--- src/rtl/fmr_pkg.sv ---
package fmr_pkg;

   typedef enum logic [2:0] {
      FMR_IDLE       = 3'd0,
      FMR_ERASE_ARM  = 3'd1,
      FMR_IDENT      = 3'd2,
      FMR_PROG       = 3'd3,
      FMR_SECT_ERASE = 3'd4,
      FMR_CHIP_ERASE = 3'd5,
      FMR_QUERY      = 3'd6,
      FMR_RSVD       = 3'd7
   } fmr_mode_e;

   typedef enum logic [2:0] {
      SRC_ARRAY,
      SRC_ID,
      SRC_ZERO,
      SRC_STATUS,
      SRC_QUERY
   } fmr_src_e;

   // highest offset that belongs to the query table
   localparam int unsigned QUERY_LAST = 'h52;
   localparam int unsigned QUERY_SLOTS = 256;

   // one byte of the query table for the given geometry
   function automatic logic [7:0] query_entry(int unsigned idx,
                                              int unsigned sect_bytes,
                                              int unsigned n_sect,
                                              int unsigned chip_log2);
      logic [7:0] v;
      v = 8'h00;
      case (idx)
         'h10: v = 8'h51;
         'h11: v = 8'h52;
         'h12: v = 8'h59;
         'h13: v = 8'h02;
         'h15: v = 8'h31;
         'h1B: v = 8'h27;
         'h1C: v = 8'h36;
         'h1F: v = 8'h07;
         'h21: v = 8'h09;
         'h22: v = 8'h0C;
         'h23: v = 8'h01;
         'h25: v = 8'h0A;
         'h26: v = 8'h0D;
         'h27: v = 8'(chip_log2);
         'h28: v = 8'h02;
         'h2C: v = 8'h01;
         'h2D: v = 8'(n_sect - 1);
         'h2E: v = 8'((n_sect - 1) >> 8);
         'h2F: v = 8'(sect_bytes >> 8);
         'h30: v = 8'(sect_bytes >> 16);
         'h31: v = 8'h50;
         'h32: v = 8'h52;
         'h33: v = 8'h49;
         'h34: v = 8'h31;
         'h35: v = 8'h30;
         default: v = 8'h00;
      endcase
      return v;
   endfunction

endpackage

--- src/rtl/fmr_query_rom.sv ---
module fmr_query_rom
   import fmr_pkg::*;
#(
   parameter int unsigned SECTOR_BYTES = 4096,
   parameter int unsigned NUM_SECTORS  = 16
) (
   input  logic [7:0] idx,
   output logic [7:0] value
);
   localparam int unsigned CHIP_BYTES = SECTOR_BYTES * NUM_SECTORS;
   localparam int unsigned CHIP_LOG2  = $clog2(CHIP_BYTES);

   logic [7:0] rom [0:QUERY_SLOTS-1];

   // slots above the table end are tied to zero
   for (genvar g = 0; g < QUERY_SLOTS; g++) begin : g_slot
      if (g > QUERY_LAST) begin : g_blank
         assign rom[g] = 8'h00;
      end else begin : g_entry
         localparam logic [7:0] ENTRY =
            query_entry(g, SECTOR_BYTES, NUM_SECTORS, CHIP_LOG2);
         assign rom[g] = ENTRY;
      end
   end

   assign value = rom[idx];

endmodule

--- src/rtl/fmr_lane_order.sv ---
module fmr_lane_order #(
   parameter int unsigned DEV_BYTES  = 2,
   parameter bit          BIG_ENDIAN = 1'b0
) (
   input  logic [DEV_BYTES*8-1:0] lanes_in,
   output logic [DEV_BYTES*8-1:0] word_out
);
   for (genvar k = 0; k < DEV_BYTES; k++) begin : g_lane
      if (BIG_ENDIAN) begin : g_big
         assign word_out[(DEV_BYTES-1-k)*8 +: 8] = lanes_in[k*8 +: 8];
      end else begin : g_little
         assign word_out[k*8 +: 8] = lanes_in[k*8 +: 8];
      end
   end
endmodule

--- src/rtl/fmr_remap_ctr.sv ---
module fmr_remap_ctr #(
   parameter int unsigned REMAP_LIMIT = 42
) (
   input  logic clk,
   input  logic rst_n,
   input  logic rd_valid,
   input  logic wr_strobe,
   input  logic seq_idle,
   output logic direct_map
);
   localparam int unsigned CNT_W = $clog2(REMAP_LIMIT + 1);

   logic [CNT_W-1:0] idle_reads;
   logic             map_q;

   always_ff @(posedge clk) begin
      if (!rst_n) begin
         idle_reads <= '0;
         map_q      <= 1'b1;
      end else if (wr_strobe && seq_idle) begin
         idle_reads <= '0;
         map_q      <= 1'b0;
      end else if (rd_valid && seq_idle && !map_q) begin
         if (idle_reads == CNT_W'(REMAP_LIMIT)) begin
            map_q <= 1'b1;
         end else begin
            idle_reads <= idle_reads + 1'b1;
         end
      end
   end

   assign direct_map = map_q;

   // a write with the sequencer idle always drops direct mapping
   assert_write_unmaps_R8 : assert property (@(posedge clk) disable iff (!rst_n)
      (wr_strobe && seq_idle) |=> !direct_map);

   // mapping comes back only on an idle read
   assert_restore_on_read_R8 : assert property (@(posedge clk) disable iff (!rst_n)
      $rose(direct_map) |-> $past(rd_valid && seq_idle));

   // nothing moves the mapping while the sequencer is busy
   assert_busy_frozen_R11 : assert property (@(posedge clk) disable iff (!rst_n)
      !seq_idle |=> $stable(direct_map));

endmodule

--- src/rtl/flash_read_mux.sv ---
module flash_read_mux
   import fmr_pkg::*;
#(
   parameter int unsigned DEV_BYTES    = 2,
   parameter bit          BIG_ENDIAN   = 1'b0,
   parameter int unsigned SECTOR_BYTES = 4096,
   parameter int unsigned NUM_SECTORS  = 16,
   parameter int unsigned ADDR_W       = 16,
   parameter int unsigned REMAP_LIMIT  = 42
) (
   input  logic                   clk,
   input  logic                   rst_n,
   input  logic [2:0]             mode_code,
   input  logic                   seq_idle,
   input  logic                   rd_valid,
   input  logic [ADDR_W-1:0]      rd_addr,
   input  logic                   wr_strobe,
   input  logic [DEV_BYTES*8-1:0] id_word0,
   input  logic [DEV_BYTES*8-1:0] id_word1,
   input  logic [DEV_BYTES*8-1:0] id_word2,
   input  logic [DEV_BYTES*8-1:0] id_word3,
   input  logic [7:0]             status_in,
   output logic [ADDR_W-1:0]      arr_addr,
   input  logic [DEV_BYTES*8-1:0] arr_rdata,
   output logic [DEV_BYTES*8-1:0] rd_data,
   output logic                   direct_map
);
   localparam int unsigned DATA_W     = DEV_BYTES * 8;
   localparam int unsigned LANE_SHIFT = $clog2(DEV_BYTES);
   localparam int unsigned CHIP_BYTES = SECTOR_BYTES * NUM_SECTORS;
   localparam int unsigned CHIP_AW    = $clog2(CHIP_BYTES);
   localparam logic [DATA_W-1:0] ID_ABSENT = DATA_W'(8'hFF);

   // elaboration-time parameter checks
   if (DEV_BYTES != 1 && DEV_BYTES != 2 && DEV_BYTES != 4) begin : g_bad_width
      $error("flash_read_mux: DEV_BYTES must be 1, 2 or 4");
   end
   if ((SECTOR_BYTES & (SECTOR_BYTES - 1)) != 0 || SECTOR_BYTES < 256) begin : g_bad_sector
      $error("flash_read_mux: SECTOR_BYTES must be a power of two of at least 256");
   end
   if (ADDR_W < CHIP_AW || ADDR_W < 8) begin : g_bad_addr
      $error("flash_read_mux: ADDR_W too narrow for the chip");
   end
   if (REMAP_LIMIT < 1) begin : g_bad_limit
      $error("flash_read_mux: REMAP_LIMIT must be positive");
   end

   // array address wraps at the chip size
   if (ADDR_W > CHIP_AW) begin : g_mask
      assign arr_addr = {{(ADDR_W-CHIP_AW){1'b0}}, rd_addr[CHIP_AW-1:0]};
   end else begin : g_nomask
      assign arr_addr = rd_addr;
   end

   logic [7:0]        idx;
   logic [7:0]        query_byte;
   logic [DATA_W-1:0] array_word;
   fmr_mode_e         mode;
   fmr_src_e          src;
   logic [DATA_W-1:0] id_pick;
   logic [DATA_W-1:0] next_data;
   logic              toggle_q;

   assign idx  = 8'(rd_addr[7:0] >> LANE_SHIFT);
   assign mode = fmr_mode_e'(mode_code);

   fmr_query_rom #(
      .SECTOR_BYTES (SECTOR_BYTES),
      .NUM_SECTORS  (NUM_SECTORS)
   ) u_query (
      .idx   (idx),
      .value (query_byte)
   );

   fmr_lane_order #(
      .DEV_BYTES  (DEV_BYTES),
      .BIG_ENDIAN (BIG_ENDIAN)
   ) u_lanes (
      .lanes_in (arr_rdata),
      .word_out (array_word)
   );

   fmr_remap_ctr #(
      .REMAP_LIMIT (REMAP_LIMIT)
   ) u_remap (
      .clk        (clk),
      .rst_n      (rst_n),
      .rd_valid   (rd_valid),
      .wr_strobe  (wr_strobe),
      .seq_idle   (seq_idle),
      .direct_map (direct_map)
   );

   // source selection by mode and offset
   always_comb begin
      src     = SRC_ARRAY;
      id_pick = id_word0;
      unique case (mode)
         FMR_IDENT: begin
            case (idx)
               8'h00: src = SRC_ID;
               8'h01: begin
                  src     = SRC_ID;
                  id_pick = id_word1;
               end
               8'h02: src = SRC_ZERO;
               8'h0E: begin
                  id_pick = id_word2;
                  src     = (id_word2 == ID_ABSENT) ? SRC_ARRAY : SRC_ID;
               end
               8'h0F: begin
                  id_pick = id_word3;
                  src     = (id_word3 == ID_ABSENT) ? SRC_ARRAY : SRC_ID;
               end
               default: src = SRC_ARRAY;
            endcase
         end
         FMR_PROG, FMR_SECT_ERASE, FMR_CHIP_ERASE: src = SRC_STATUS;
         FMR_QUERY: src = SRC_QUERY;
         default: src = SRC_ARRAY;
      endcase
   end

   always_comb begin
      case (src)
         SRC_ID:     next_data = id_pick;
         SRC_ZERO:   next_data = '0;
         SRC_STATUS: next_data = DATA_W'({status_in[7], status_in[6] ^ toggle_q,
                                          status_in[5:0]});
         SRC_QUERY:  next_data = DATA_W'(query_byte);
         default:    next_data = array_word;
      endcase
   end

   always_ff @(posedge clk) begin
      if (!rst_n) begin
         rd_data  <= '0;
         toggle_q <= 1'b0;
      end else if (rd_valid) begin
         rd_data <= next_data;
         if (src == SRC_STATUS) begin
            toggle_q <= !toggle_q;
         end
      end
   end

   // output holds between reads
   assert_hold_idle_R10 : assert property (@(posedge clk) disable iff (!rst_n)
      !rd_valid |=> $stable(rd_data));

   // every busy-mode read flips the toggle
   assert_toggle_flip_R5 : assert property (@(posedge clk) disable iff (!rst_n)
      (rd_valid && (mode == FMR_PROG || mode == FMR_SECT_ERASE ||
                    mode == FMR_CHIP_ERASE)) |=> (toggle_q != $past(toggle_q)));

   // non-status reads leave the toggle alone
   assert_toggle_keep_R5 : assert property (@(posedge clk) disable iff (!rst_n)
      (rd_valid && (mode == FMR_IDLE || mode == FMR_QUERY || mode == FMR_IDENT))
      |=> $stable(toggle_q));

   // query reads past the table are zero
   assert_query_tail_R6 : assert property (@(posedge clk) disable iff (!rst_n)
      (rd_valid && mode == FMR_QUERY && idx > 8'(QUERY_LAST)) |=> (rd_data == '0));

   // protect query reports no protection
   assert_unprotected_R3 : assert property (@(posedge clk) disable iff (!rst_n)
      (rd_valid && mode == FMR_IDENT && idx == 8'h02) |=> (rd_data == '0));

endmodule

--- config.mk ---
export PLATFORM = sky130hd
export DESIGN_NAME = flash_read_mux
export DESIGN_NICKNAME = d
export VERILOG_FILES = /design/src/rtl/fmr_pkg.sv /design/src/rtl/fmr_query_rom.sv /design/src/rtl/fmr_lane_order.sv /design/src/rtl/fmr_remap_ctr.sv /design/src/rtl/flash_read_mux.sv
export SDC_FILE = /design/constraint.sdc
export NUM_CORES = 1
export LEC_CHECK = 0
export BUFFER_PORTS_ARGS = -buffer_cell sky130_fd_sc_hd__clkbuf_2
export CAP_MARGIN = 20
export CORE_AREA = 5 5 88 90
export CTS_CLUSTER_SIZE = 12
export DETAILED_ROUTE_END_ITERATION = 16
export DIE_AREA = 0 0 93 95
export PLACE_DENSITY_LB_ADDON = 0.1
export SLEW_MARGIN = 20
export SYNTH_ARGS = -nofsm -noshare
export SYNTH_HDL_FRONTEND = slang
export SYNTH_SLANG_ARGS = --single-unit
--- constraint.sdc ---
create_clock -name clk -period 5.3 [get_ports clk]
set_input_delay 0.795 -clock clk [delete_from_list [all_inputs] [get_ports clk]]
set_output_delay 0.795 -clock clk [all_outputs]
set_load 0.01 [all_outputs]
==> impl_metrics.toml <==
[finish]
n_antenna_cell = 0
final_area_sq_um = 2960
fill_cells = 754
areaGrowthSynthToFinish_pct = 22.7
fin_nets = 515
drive_gt1_share_pct = 37.6

[placed_design]
portBuffers = 126
gp_congestion = 0.878
dpl.hpwl_mm = 7.15
dpl_cell_area_sq_um = 2910

[die]
die_w_um = 93
start_util_pct = 34.6
rows = 31
dieArea_sq_um = 8840
ioPinCount = 145
dieHeight_um = 95
design.core.area_sq_um = 6980

[clocking]
cts_buffer_depth = 2
cts.clk_slew.worst_paths_ns = 0.09
ctsHtreeMaxLevel = 1
insertion_delay_ns = 0.27
cts.repair.resized = 0
postCtsHoldBufs = 0
cts_setup_buffers = 0
cts_made_buffers = 3
cts_sinks = 24
cts_root_buf = "clkbuf_8"
cts_tree = "yes"

[sta]
timing.hold.ws_ns = 0.480
period_share_pct = 52.9
finalClockSkew_ns = 0.00119
maxSlewViolCount = 0
rsz0062_at_grt = "no"
setup_viol = 0
min_period_ns = 2.80
max_clock_freq_mhz = 357
slew_headroom_pct = 58.9
final.setup.tns_ns = 0
finalHoldViolCount = 0
tightest_slew_ns = 0.615

[drt]
drc_errors = 0
ant_nets = 0
drt_iter0_drc = 231
first_pass_iters = 6
via_per_inst = 5.86
wire_per_inst_um = 19.0
drt_wl_total_mm = 9.03
routed-via-count = 2787

[run]
maxCapViolations = 0

[worst_setup_path]
worstPathMaxFanout = 15
critical_path.endpoint_type = "flip-flop"
cp.required_ns = 5.49
cp.arrival_ns = 3.00
criticalPathCategory = "primary input to flip-flop"
critPathLaunchType = "primary input"

[power]
pwr-share-clk_pct = 27.0
p_sw_mw = 0.157
swShare_pct = 32.6
p_comb_share_pct = 32.1
seqPwrFrac_pct = 41.0
ir_drop_uv = 94.5
intPower_mw = 0.325
p_leak_nw = 1.28
finalPower_mw = 0.483
power.density_nw_per_um2 = 163

[logic_synthesis]
synth_seq_area_share_pct = 19.9
yosysMostFrequentCell = "nand2_1"
synth.top_cell.area_share_pct = 19.9
synth_seq_cells = 24
ys_warn_count = 0
synth_common_cells = "nand2_1, nor2_1, dfxtp_1, o21ai_0"
synth_edf_count = 0
ys_top_cells_by_area = "dfxtp_1, a222oi_1, buf_4"
synthArstFlopShare_pct = 0
syn_avg_cell_area_sq_um = 7.87
synth_flop_cell = "dfxtp_1"
ys_types = 56
yosysTopAreaCell = "dfxtp_1"
synth_cells = 307
syn_area_sq_um = 2420
syn_nets = 427

[grt]
grtUsageMet1_pct = 26.4
grt_pass1_vias = 2620
grt_use_met3_pct = 5.66
antenna_found_initial = 0
overflow = 0
grt_max_degree = 32
grt_use_met2_pct = 31.1
grt_most_used_layer = "met2"
grt_pass1_wl_mm = 13.8
grt_usage_pct = 19.3

[run_status]
status = "completed"

[min_path]
min_path_type = "flip-flop to flip-flop"
[cell type report]
class / count / area [sq um] / share of cell area [%]
multi-input cells: 236 / 1680 / 56.6
repair buffers: 127 / 638 / 21.5
flip-flops and latches: 24 / 480 / 16.2
well taps: 82 / 103 / 3.46
clock buffers: 4 / 55.1 / 1.86
inverters: 3 / 11.3 / 0.380
[stage by stage]
step	setup slack, ns	utilization (%)	std cells
finish	2.50	42.5	476
detailed placement	2.23	41.7	472
global placement	2.36	41.7	472
global route	2.38	42.5	476
CTS	2.55	42.5	476
floorplan	2.76	-	307
[final timing paths]
kind | start | depth (start not counted) | slack, ns | endpoint
max | rd_addr[1] | 8 | 2.50 | rd_data[5]$_SDFFE_PN0P_
min | rd_data[4]$_SDFFE_PN0P_ | 2 | 0.48 | rd_data[4]$_SDFFE_PN0P_
max reg2reg | u_remap.idle_reads[0]$_SDFFE_PP0P_ | 7 | 3.53 | u_remap.idle_reads[5]$_SDFFE_PP0P_
min reg2reg | rd_data[4]$_SDFFE_PN0P_ | 2 | 0.48 | rd_data[4]$_SDFFE_PN0P_
[critical path, cell delays in order]
cell	delay [ns]
clkbuf_2	0.15
inv_1	0.13
ha_1	0.43
and4_1	0.62
a222oi_1	0.22
and2_0	0.20
o311a_1	0.28
a211oi_1	0.16
[power groups by stage]
stage / logic, mW / clock network [mW] / registers (mW)
2_1_floorplan: 0.0869 / 0 / 0.205
3_3_place_gp: 0.155 / 0 / 0.202
3_5_place_dp: 0.154 / 0 / 0.202
4_1_cts: 0.155 / 0.135 / 0.198
5_1_grt: 0.171 / 0.142 / 0.200
6_report: 0.155 / 0.130 / 0.198
[flip-flops by register name, summed over array words and instances (netlist names)]
signal              flops
toggle_q                1
u_remap.direct_map      1
u_remap.idle_reads      6
rd_data                16
[logic make-up (layout without fill, tap and decap cells)]
family,after synthesis,count (layout),share of synthesized area [%]
AOI/OAI and AO/OA,108,108,35.6
and+or+nand+nor,106,106,23.9
buffers and inverters,47,134,10.9
DFF,24,24,19.9
adders and majority gates,8,8,4.14
xor gates and xnor gates,7,7,2.54
muxes,7,7,3.00
[cell usage in the layout, fill, tap and decap left out, drive strengths merged, types with 6 or more instances in the layout]
cell    instances
a211oi          6
a222oi         18
nor2           29
a211o          12
o21ai          29
and2            8
clkbuf        130
ha              8
nand4           6
dfxtp          24
nand2          31
a31oi          12
a21oi           7
[routing by layer]
metal | up-vias | wire length, um
met5 | - | 0
met3 | 7 | 940
met1 | 1287 | 3950
met4 | 0 | 53
li1 | 1346 | -
met2 | 147 | 4090
No activity file was read; power rests on OpenSTA's default activity.
